[src/rtl/ctx_stack_pkg.sv]
// Package: shared types and fixed field widths of the return-context stack.
// Assumes an 8-bit status word with the pointer in bits 2..0 and flags in 7..4.
package ctx_stack_pkg;
    localparam int PSW_W  = 8;
    localparam int FLAG_W = 4;
    localparam int SP_W   = 3;

    typedef enum logic [2:0] {
        ST_IDLE,
        ST_PUSH_LO,
        ST_PUSH_HI,
        ST_POP_LO,
        ST_POP_HI,
        ST_POP_WAIT,
        ST_FIN
    } stk_state_t;
endpackage

[src/rtl/stk_frame_addr.sv]
// Module: maps a frame pointer and a byte select onto a RAM address.
// Assumes frames are two bytes wide and packed upward from BASE.
module stk_frame_addr #(
    parameter int ADDR_W = 8,
    parameter int SP_W   = 3,
    parameter int BASE   = 8
) (
    input  logic [SP_W-1:0]   ptr,
    input  logic              hi_byte,
    output logic [ADDR_W-1:0] addr
);
    localparam logic [ADDR_W-1:0] BASE_A = ADDR_W'(BASE);

    // Frame address: base plus twice the pointer plus the byte select.
    always_comb begin
        addr = BASE_A + ADDR_W'({ptr, 1'b0}) + ADDR_W'(hi_byte);
    end
endmodule

[src/rtl/stk_seq.sv]
// Module: operation sequencer. It accepts a strobe only when idle, with the
// precedence push > interrupt return > plain return.
// Assumes strobes last one cycle; strobes seen outside idle are dropped.
module stk_seq
    import ctx_stack_pkg::*;
(
    input  logic       clk,
    input  logic       rst_n,
    input  logic       push_req,
    input  logic       ret_req,
    input  logic       reti_req,
    output stk_state_t st,
    output logic       reti_q
);
    stk_state_t nxt;

    // Next state: push takes two write cycles, pop takes three read cycles.
    always_comb begin
        nxt = st;
        unique case (st)
            ST_IDLE: begin
                if (push_req)                nxt = ST_PUSH_LO;
                else if (reti_req || ret_req) nxt = ST_POP_LO;
            end
            ST_PUSH_LO:  nxt = ST_PUSH_HI;
            ST_PUSH_HI:  nxt = ST_FIN;
            ST_POP_LO:   nxt = ST_POP_HI;
            ST_POP_HI:   nxt = ST_POP_WAIT;
            ST_POP_WAIT: nxt = ST_FIN;
            ST_FIN:      nxt = ST_IDLE;
            default:     nxt = ST_IDLE;
        endcase
    end

    // State register and the latched return type.
    always_ff @(posedge clk) begin
        if (!rst_n) begin
            st     <= ST_IDLE;
            reti_q <= 1'b0;
        end else begin
            st <= nxt;
            if (st == ST_IDLE && !push_req)
                reti_q <= reti_req;
        end
    end

    AST_IDLE_AFTER_FIN: assert property (@(posedge clk) disable iff (!rst_n)
        (st == ST_FIN) |=> (st == ST_IDLE)) else $error("fin not single");
endmodule

[src/rtl/ctx_stack.sv]
// Module: return-context stack engine. It saves and restores the PC and the
// status flags in two-byte frames of an external synchronous RAM.
// Assumes the RAM returns read data one cycle after the address and that the
// caller holds pc_in and psw_in valid in the strobe cycle only.
module ctx_stack
    import ctx_stack_pkg::*;
#(
    parameter int PC_W       = 12,
    parameter int ADDR_W     = 8,
    parameter int STACK_BASE = 8
) (
    input  logic              clk,
    input  logic              rst_n,
    input  logic              push_req,
    input  logic              ret_req,
    input  logic              reti_req,
    input  logic [PC_W-1:0]   pc_in,
    input  logic [PSW_W-1:0]  psw_in,
    input  logic [7:0]        ram_rdata,
    output logic [ADDR_W-1:0] ram_addr,
    output logic [7:0]        ram_wdata,
    output logic              ram_we,
    output logic [PC_W-1:0]   pc_out,
    output logic [PSW_W-1:0]  psw_out,
    output logic              done
);
    localparam int PCH_W = PC_W - 8;
    localparam logic [ADDR_W-1:0] WIN_LO = ADDR_W'(STACK_BASE);
    localparam logic [ADDR_W-1:0] WIN_HI = ADDR_W'(STACK_BASE + 2 * (1 << SP_W) - 1);

    stk_state_t        st;
    logic              reti_q;
    logic [PC_W-1:0]   pc_q;
    logic [FLAG_W-1:0] flags_q;
    logic [SP_W-1:0]   sp_q;
    logic              hi_sel;
    logic              unused_psw_bit3;

    assign unused_psw_bit3 = psw_in[3];

    stk_seq u_seq (
        .clk      (clk),
        .rst_n    (rst_n),
        .push_req (push_req),
        .ret_req  (ret_req),
        .reti_req (reti_req),
        .st       (st),
        .reti_q   (reti_q)
    );

    stk_frame_addr #(
        .ADDR_W (ADDR_W),
        .SP_W   (SP_W),
        .BASE   (STACK_BASE)
    ) u_addr (
        .ptr     (sp_q),
        .hi_byte (hi_sel),
        .addr    (ram_addr)
    );

    // RAM control: select the byte of the frame and drive the write data.
    always_comb begin
        hi_sel    = (st == ST_PUSH_HI) || (st == ST_POP_HI);
        ram_we    = (st == ST_PUSH_LO) || (st == ST_PUSH_HI);
        ram_wdata = (st == ST_PUSH_HI) ? {flags_q, pc_q[PC_W-1:8]} : pc_q[7:0];
    end

    // Context registers: capture on the strobe, update the pointer, load read bytes.
    always_ff @(posedge clk) begin
        if (!rst_n) begin
            pc_q    <= '0;
            flags_q <= '0;
            sp_q    <= '0;
        end else begin
            unique case (st)
                ST_IDLE: begin
                    if (push_req) begin
                        pc_q    <= pc_in;
                        flags_q <= psw_in[PSW_W-1 -: FLAG_W];
                        sp_q    <= psw_in[SP_W-1:0];
                    end else if (reti_req || ret_req) begin
                        flags_q <= psw_in[PSW_W-1 -: FLAG_W];
                        sp_q    <= psw_in[SP_W-1:0] - 1'b1;
                    end
                end
                ST_PUSH_HI: sp_q <= sp_q + 1'b1;
                ST_POP_HI:  pc_q[7:0] <= ram_rdata;
                ST_POP_WAIT: begin
                    pc_q[PC_W-1:8] <= ram_rdata[PCH_W-1:0];
                    if (reti_q)
                        flags_q <= ram_rdata[7 -: FLAG_W];
                end
                default: ;
            endcase
        end
    end

    // Outputs: the fixed bit 3 is inserted between the flags and the pointer.
    always_comb begin
        pc_out  = pc_q;
        psw_out = {flags_q, 1'b1, sp_q};
        done    = (st == ST_FIN);
    end

    AST_DONE_PULSE: assert property (@(posedge clk) disable iff (!rst_n)
        done |=> !done) else $error("done longer than one cycle");
    AST_WE_PAIR: assert property (@(posedge clk) disable iff (!rst_n)
        (ram_we && !$past(ram_we)) |=> (ram_we && ram_addr == $past(ram_addr) + 1'b1))
        else $error("frame writes not paired");
    AST_WE_WINDOW: assert property (@(posedge clk) disable iff (!rst_n)
        ram_we |-> (ram_addr >= WIN_LO && ram_addr <= WIN_HI))
        else $error("write outside window");
    AST_BIT3_SET: assert property (@(posedge clk) disable iff (!rst_n)
        psw_out[3]) else $error("status bit 3 low");
    AST_NO_WRITE_ON_DONE: assert property (@(posedge clk) disable iff (!rst_n)
        done |-> !ram_we) else $error("write at completion");
endmodule

[config.mk]
export PLATFORM = sky130hd
export DESIGN_NAME = ctx_stack
export DESIGN_NICKNAME = d
export VERILOG_FILES = /design/src/rtl/ctx_stack_pkg.sv /design/src/rtl/stk_frame_addr.sv /design/src/rtl/stk_seq.sv /design/src/rtl/ctx_stack.sv
export SDC_FILE = /design/constraint.sdc
export NUM_CORES = 1
export LEC_CHECK = 0
export BUFFER_PORTS_ARGS = -buffer_cell sky130_fd_sc_hd__buf_2
export CAP_MARGIN = 20
export CORE_UTILIZATION = 41
export DETAILED_ROUTE_END_ITERATION = 6
export PLACE_DENSITY_LB_ADDON = 0.1
export SYNTH_ARGS = -nofsm -noshare
export SYNTH_HDL_FRONTEND = slang
export SYNTH_SLANG_ARGS = --single-unit
export TNS_END_PERCENT = 100
[constraint.sdc]
create_clock -name clk -period 2.74 [get_ports clk]
set_clock_uncertainty 0.05 [all_clocks]
set_input_delay 0.137 -clock clk [delete_from_list [all_inputs] [get_ports clk]]
set_output_delay 0.137 -clock clk [all_outputs]
set_load 0.05 [all_outputs]
# Word-level counts from Yosys, hierarchy flattened
# Index checks and enable logic that the tools add are counted.
classes:
  n_addsub: 4
  eq_ne: 9
  n_mux: 14
  n_reduce_logical: 14
ops:
  columns: ["cell", "n"]
  rows:
  - ["4-bit one-hot mux with 2 select lines", 2]
  - ["8-bit one-hot mux with 2 select lines", 1]
  - ["3-bit one-hot mux with 5 select lines", 1]
  - ["12-bit two-way mux", 1]
  - ["3-bit two-way mux", 4]
  - ["4-bit two-way mux", 3]
  - ["3-bit equality test (second input constant)", 3]
  - ["8-bit by 1-bit adder with 8-bit output", 1]
  - ["8-bit two-way mux", 1]
  - ["3-bit by 2-bit equality test with 1-bit output (second input constant)", 2]
  - ["3-bit one-hot mux with 2 select lines", 1]
  - ["2-bit AND reduction", 3]
  - ["2-bit nonzero test", 3]
  - ["4-bit by 4-bit adder with 5-bit output (first input constant)", 1]
  - ["3-bit by 1-bit adder with 3-bit output (second input constant)", 1]
  - ["3-bit by 1-bit equality test with 1-bit output (second input constant)", 1]
  - ["3-bit logical NOT", 1]
  - ["1-bit logical OR", 3]
  - ["3-bit != test (second input constant)", 1]
  - ["3-bit AND reduction", 1]
  - ["3-bit by 1-bit subtractor with 3-bit output (second input constant)", 1]
  - ["2-bit by 1-bit != test with 1-bit output (second input constant)", 1]
  - ["2-bit != test (second input constant)", 1]
  - ["2-bit OR reduction", 1]
  - ["other kinds (2)", 2]
totals:
  ff_bits: 23
  in_bits: 33
  output_inout_bits: 38
  elab_cells: 47

# Longest topological paths before layout
depth:
  word_depth: 4
  depth_mapped: 6

# Hierarchy
# Synthesis repeated with hierarchy kept, for this count alone.
unflattened:
  cells_unflattened: 148
  area_unflattened_um2: 1346.3
by_module_without_submodules:
  columns: ["module", "n_inst", "cells_per_inst", "area_each_um2", "seq_area_each_um2"]
  rows:
  - ["ctx_stack", 1, 123, 1098.6, 380.4]
  - ["stk_seq", 1, 16, 187.7, 80.1]
  - ["stk_frame_addr", 1, 9, 60.1, 0.0]

# Worst setup path before layout
# Ideal clock, no wire load.
synth_timing:
  path_type: "register to output"
  from: "register u_seq.st[1]"
  to: "output port ram_wdata[0]"
  arrival_time_ns: 1.414
  t_required_ns: 2.553
  setup_slack_ns: 1.139
  stages_incl_launch_ff: 5
  n_path_buf: 2
  path_cell_list: "dfxtp_1 -> buf_2 -> nor3b_2 -> buf_2 -> mux2_2"
synth_via:
  elab_chain_cells: 2
synth_lines:
  columns: ["element", "line_no", "source"]
  rows:
  - ["start, declared", "stk_seq.sv:12", "output stk_state_t st,"]
  - ["start signal, assigned", "stk_seq.sv:41", "st <= nxt;"]
  - ["3-bit by 2-bit equality test with 1-bit output", "ctx_stack.sv:65", "ram_wdata = (st == ST_PUSH_HI) ? {flags_q, pc_q[PC_W-1:8]} : pc_q[7:0];"]
  - ["8-bit two-way mux", "ctx_stack.sv:65", null]
  - ["end, declared", "ctx_stack.sv:21", "output logic [7:0] ram_wdata,"]
# Every way passes these cells.

# Final worst setup path
layout_timing:
  from: "register u_seq.st[1]"
  to: "output port ram_wdata[1]"
# Same word-level chain as after synthesis.

==> parameters.txt <==
Parameter                              Value

Global routing
  Via count of the first global-routing pass ... 1,184
  First-pass GRT wire length ... 5340 microns
  Maximum number of pins on one net before global-route repair ... 26
  Initial antenna violation count ... 0
  GR Overflow Total ... 0
  GRT Resource Usage Total ... 20.1%

Detailed routing
  Remaining routing DRC violations ... 0
  Post-DR wirelength/cell ... 12.5 microns
  Residual antenna-violating net count after detailed routing ... 0
  Initial DRC Count ... 54
  DR vias/cell ... 4.82
  Length of the first detailed-routing pass in iterations ... 4
  DR vias ... 1,224
  Post-detailed-routing wire length ... 3180 microns

Timing
  Setup_tns ... 0 ns
  Worst-Margin Slew ... 0.519 ns
  Final count of negative-setup-slack endpoints ... 0
  Number of hold violations in the final report ... 0
  Share of the clock period used by the worst path after layout ... 86.3%
  Shortest period the worst path allows ... 2.36 ns
  Unrepaired setup endpoints after global routing ... false
  Count of final max-slew check failures ... 0
  Worst relative slew slack ... 65.2%
  Fmax achieved ... 423 MHz

Setup path
  Required time worst endpoint ... 2.55 ns
  Data arrival time of the critical path ... 2.18 ns
  Crit path launch type ... register
  Worst setup EP type ... output pin
  Class of the most critical setup path ... register to output pin
  Maximum net fanout on the critical path ... 11

CTS
  Worst skew pair latency ... 0.31 ns
  Clock H-tree levels ... 1
  Resized cells post-CTS ... 0
  Number of buffers inserted by hold repair at cts ... 0
  CTS root buf ... sky130_fd_sc_hd__clkbuf_4
  Clock tree from TritonCTS ... done
  Sinks on the clock net ... 23
  Number of clock buffers inserted by TritonCTS ... 3
  Register clock-pin slew on the reported worst setup and hold paths ... 0.12 ns
  Clock Tree Buf Depth ... 2
  Number of setup buffers added after CTS ... 0

Synthesis
  Cell type with the largest total area after synthesis ... sky130_fd_sc_hd__dfxtp_1
  Dominant cells by area after synthesis ... sky130_fd_sc_hd__dfxtp_1 (34%), sky130_fd_sc_hd__mux2i_1 (13%), sky130_fd_sc_hd__a21oi_1 (7.8%), sky130_fd_sc_hd__mux2_2 (6.7%), sky130_fd_sc_hd__o21ai_0 (6.3%)
  Simple-gate share of the synthesized area ... 12.9%
  Most numerous cell in the Yosys netlist ... sky130_fd_sc_hd__dfxtp_1
  Dominant combinational cell family by area after synthesis ... multiplexers
  Number of standard cells after synthesis ... 154
  Warnings from Yosys ... 0
  Synthesized-area fraction occupied by ao, oa, aoi and oai cells ... 19.1%
  Total of flip-flops plus latches after synthesis ... 23
  Multiplexer share of the synthesized area ... 19.4%
  Portion of the post-synthesis area used by sequential elements ... 34.4%
  Top post-synthesis cells by count ... sky130_fd_sc_hd__dfxtp_1 (23), sky130_fd_sc_hd__a21oi_1 (21), sky130_fd_sc_hd__mux2i_1 (17), sky130_fd_sc_hd__o21ai_0 (17), sky130_fd_sc_hd__nor2_1 (10)
  Share of the synthesized area in the top cell type ... 34.4%
  Distinct cell type count of the synthesized netlist ... 34
  Synthesized area ... 0.00134 sq mm
  Fraction of synthesis flops using an asynchronous set or reset pin ... 0%
  Most instantiated flip-flop cell in the synthesis netlist ... sky130_fd_sc_hd__dfxtp_1
  Synthesized area per cell ... 8.70 sq um
  Xor and xnor area share after synthesis ... 1.96%
  Number of enable-type register cells in the synthesized netlist ... 0
  Adder-Cell Fraction of Synth Area ... 1.87%

Placement
  Final HPWL DP ... 2480 microns
  Global placement routability congestion ... 0.723
  Number of placed instances with taps included ... 250
  Port buffer count ... 65
  Placed standard-cell area ... 0.00164 sq mm

Final layout
  Area growth from synthesis to final layout ... 24.6%
  Total number of nets in the final design ... 246
  Share of layout cells above drive strength 1 ... 41.0%
  Finished Layout Cells ... 254
  Area occupied by registers ... 460 sq um
  Post-route cell area ... 0.00167 sq mm
  Number of fill cells in the layout ... 321
  Number of antenna cells inserted ... 0
  Multi-input gate area ... 761 sq um

Floorplanning
  Io pins ... 71
  Die height ... 59.2 microns
  Core area ... 0.00308 sq mm
  Area of the die ... 0.00350 sq mm
  Die Span X ... 59.2 microns
  Starting utilization of the core area ... 43.5%
  FP Rows ... 20

Flow run
  Maxcap violations ... 0

Power
  Largest vdd supply drop ... 0.000385 V
  Pwr Density ... 844 mW/mm^2
  Static power due to leakage ... 0.000859 uW

Outcome
  Run status ... completed

Worst hold path
  Class of the worst hold path ... input pin to register
## per-stage QoR
step | hold WS, ns | total power, uW | setup WS [ns] | util (%)
finish | 0.0591 | 1410 | 0.377 | 54.2
global route | 0.0752 | 1490 | 0.218 | 54.2
detailed placement | 0.385 | 1270 | 0.711 | 53.4
global placement | 0.377 | 1250 | 0.782 | 53.4
CTS | 0.0547 | 1420 | 0.346 | 54.2
floorplan | 0.215 | 1120 | 1.14 | -
## layout by cell type, fill, tap and decap left out
cell type and n:
sky130_fd_sc_hd__nor3b_2 1, sky130_fd_sc_hd__nor2b_1 2, sky130_fd_sc_hd__xnor2_1 2, sky130_fd_sc_hd__mux2_2 8, sky130_fd_sc_hd__and3_1 1, sky130_fd_sc_hd__clkbuf_4 3
sky130_fd_sc_hd__a21o_1 1, sky130_fd_sc_hd__ha_1 2, sky130_fd_sc_hd__nand2_1 5, sky130_fd_sc_hd__buf_4 3, sky130_fd_sc_hd__dfxtp_1 23, sky130_fd_sc_hd__and2_1 1
sky130_fd_sc_hd__nor3_2 2, sky130_fd_sc_hd__inv_1 5, sky130_fd_sc_hd__or3_4 1, sky130_fd_sc_hd__a21boi_0 1, sky130_fd_sc_hd__or2_4 1, sky130_fd_sc_hd__or2_2 1
sky130_fd_sc_hd__o22ai_2 1, sky130_fd_sc_hd__a32o_1 1, sky130_fd_sc_hd__xor2_1 1, sky130_fd_sc_hd__o21a_1 3, sky130_fd_sc_hd__o22ai_1 1, sky130_fd_sc_hd__mux2i_1 17
sky130_fd_sc_hd__buf_2 65, sky130_fd_sc_hd__o21ai_0 17, sky130_fd_sc_hd__clkbuf_1 1, sky130_fd_sc_hd__nand2b_1 2, sky130_fd_sc_hd__a21oi_1 21, sky130_fd_sc_hd__nand3b_1 2
sky130_fd_sc_hd__conb_1 4, sky130_fd_sc_hd__or4b_1 1, sky130_fd_sc_hd__nor2_1 10
## power by group
group          internal (uW)  total (uW)  switching, uW
combinational            219         788            569
clock                   56.8         154           97.7
sequential               401         465           64.6
## final timing paths
kind              slack (ns)         from      endpoint  depth (start not counted)
setup reg to reg        0.83  u_seq.st[2]     pc_out[6]                          5
hold / removal          0.06     pc_in[3]     pc_out[3]                          3
hold reg to reg         0.52   flags_q[0]    flags_q[0]                          2
setup / recovery        0.38  u_seq.st[1]  ram_wdata[1]                          4
## logic make-up after synthesis
kind of cell	after synthesis
AO/OA/AOI/OAI	46
XOR/XNOR	3
adder cells (fa/ha/maj)	2
buffers and inverters	23
flip-flops	23
multiplexers	25
other	2
AND/OR/NAND/NOR	30
## state kept, by name (all words and copies together), names as in the netlist
signal	count
sp_q	3
u_seq.st	3
pc_out	12
flags_q	4
u_seq.reti_q	1
## layer usage
layer | track usage [%] | share of wire [%]
met5 | 0 | 0
met4 | 7.14 | 1.1
met3 | 2.84 | 4.1
met2 | 35.6 | 50
met1 | 24.7 | 45
## area by class of cell
class | count | area share (%)
clock buffers | 4 | 1.57
inverters | 5 | 1.12
multi-input cells | 110 | 45.6
flip-flops and latches | 23 | 27.6
well taps | 44 | 3.30
repair buffers | 68 | 20.8
## worst max-delay path, stage by stage, from the launching register on
cell	delay (ns)
sky130_fd_sc_hd__dfxtp_1	0.55
sky130_fd_sc_hd__nor3b_2	0.51
sky130_fd_sc_hd__buf_4	0.26
sky130_fd_sc_hd__mux2_2	0.34
sky130_fd_sc_hd__buf_2	0.21
Power figures use the tool's default switching activity.
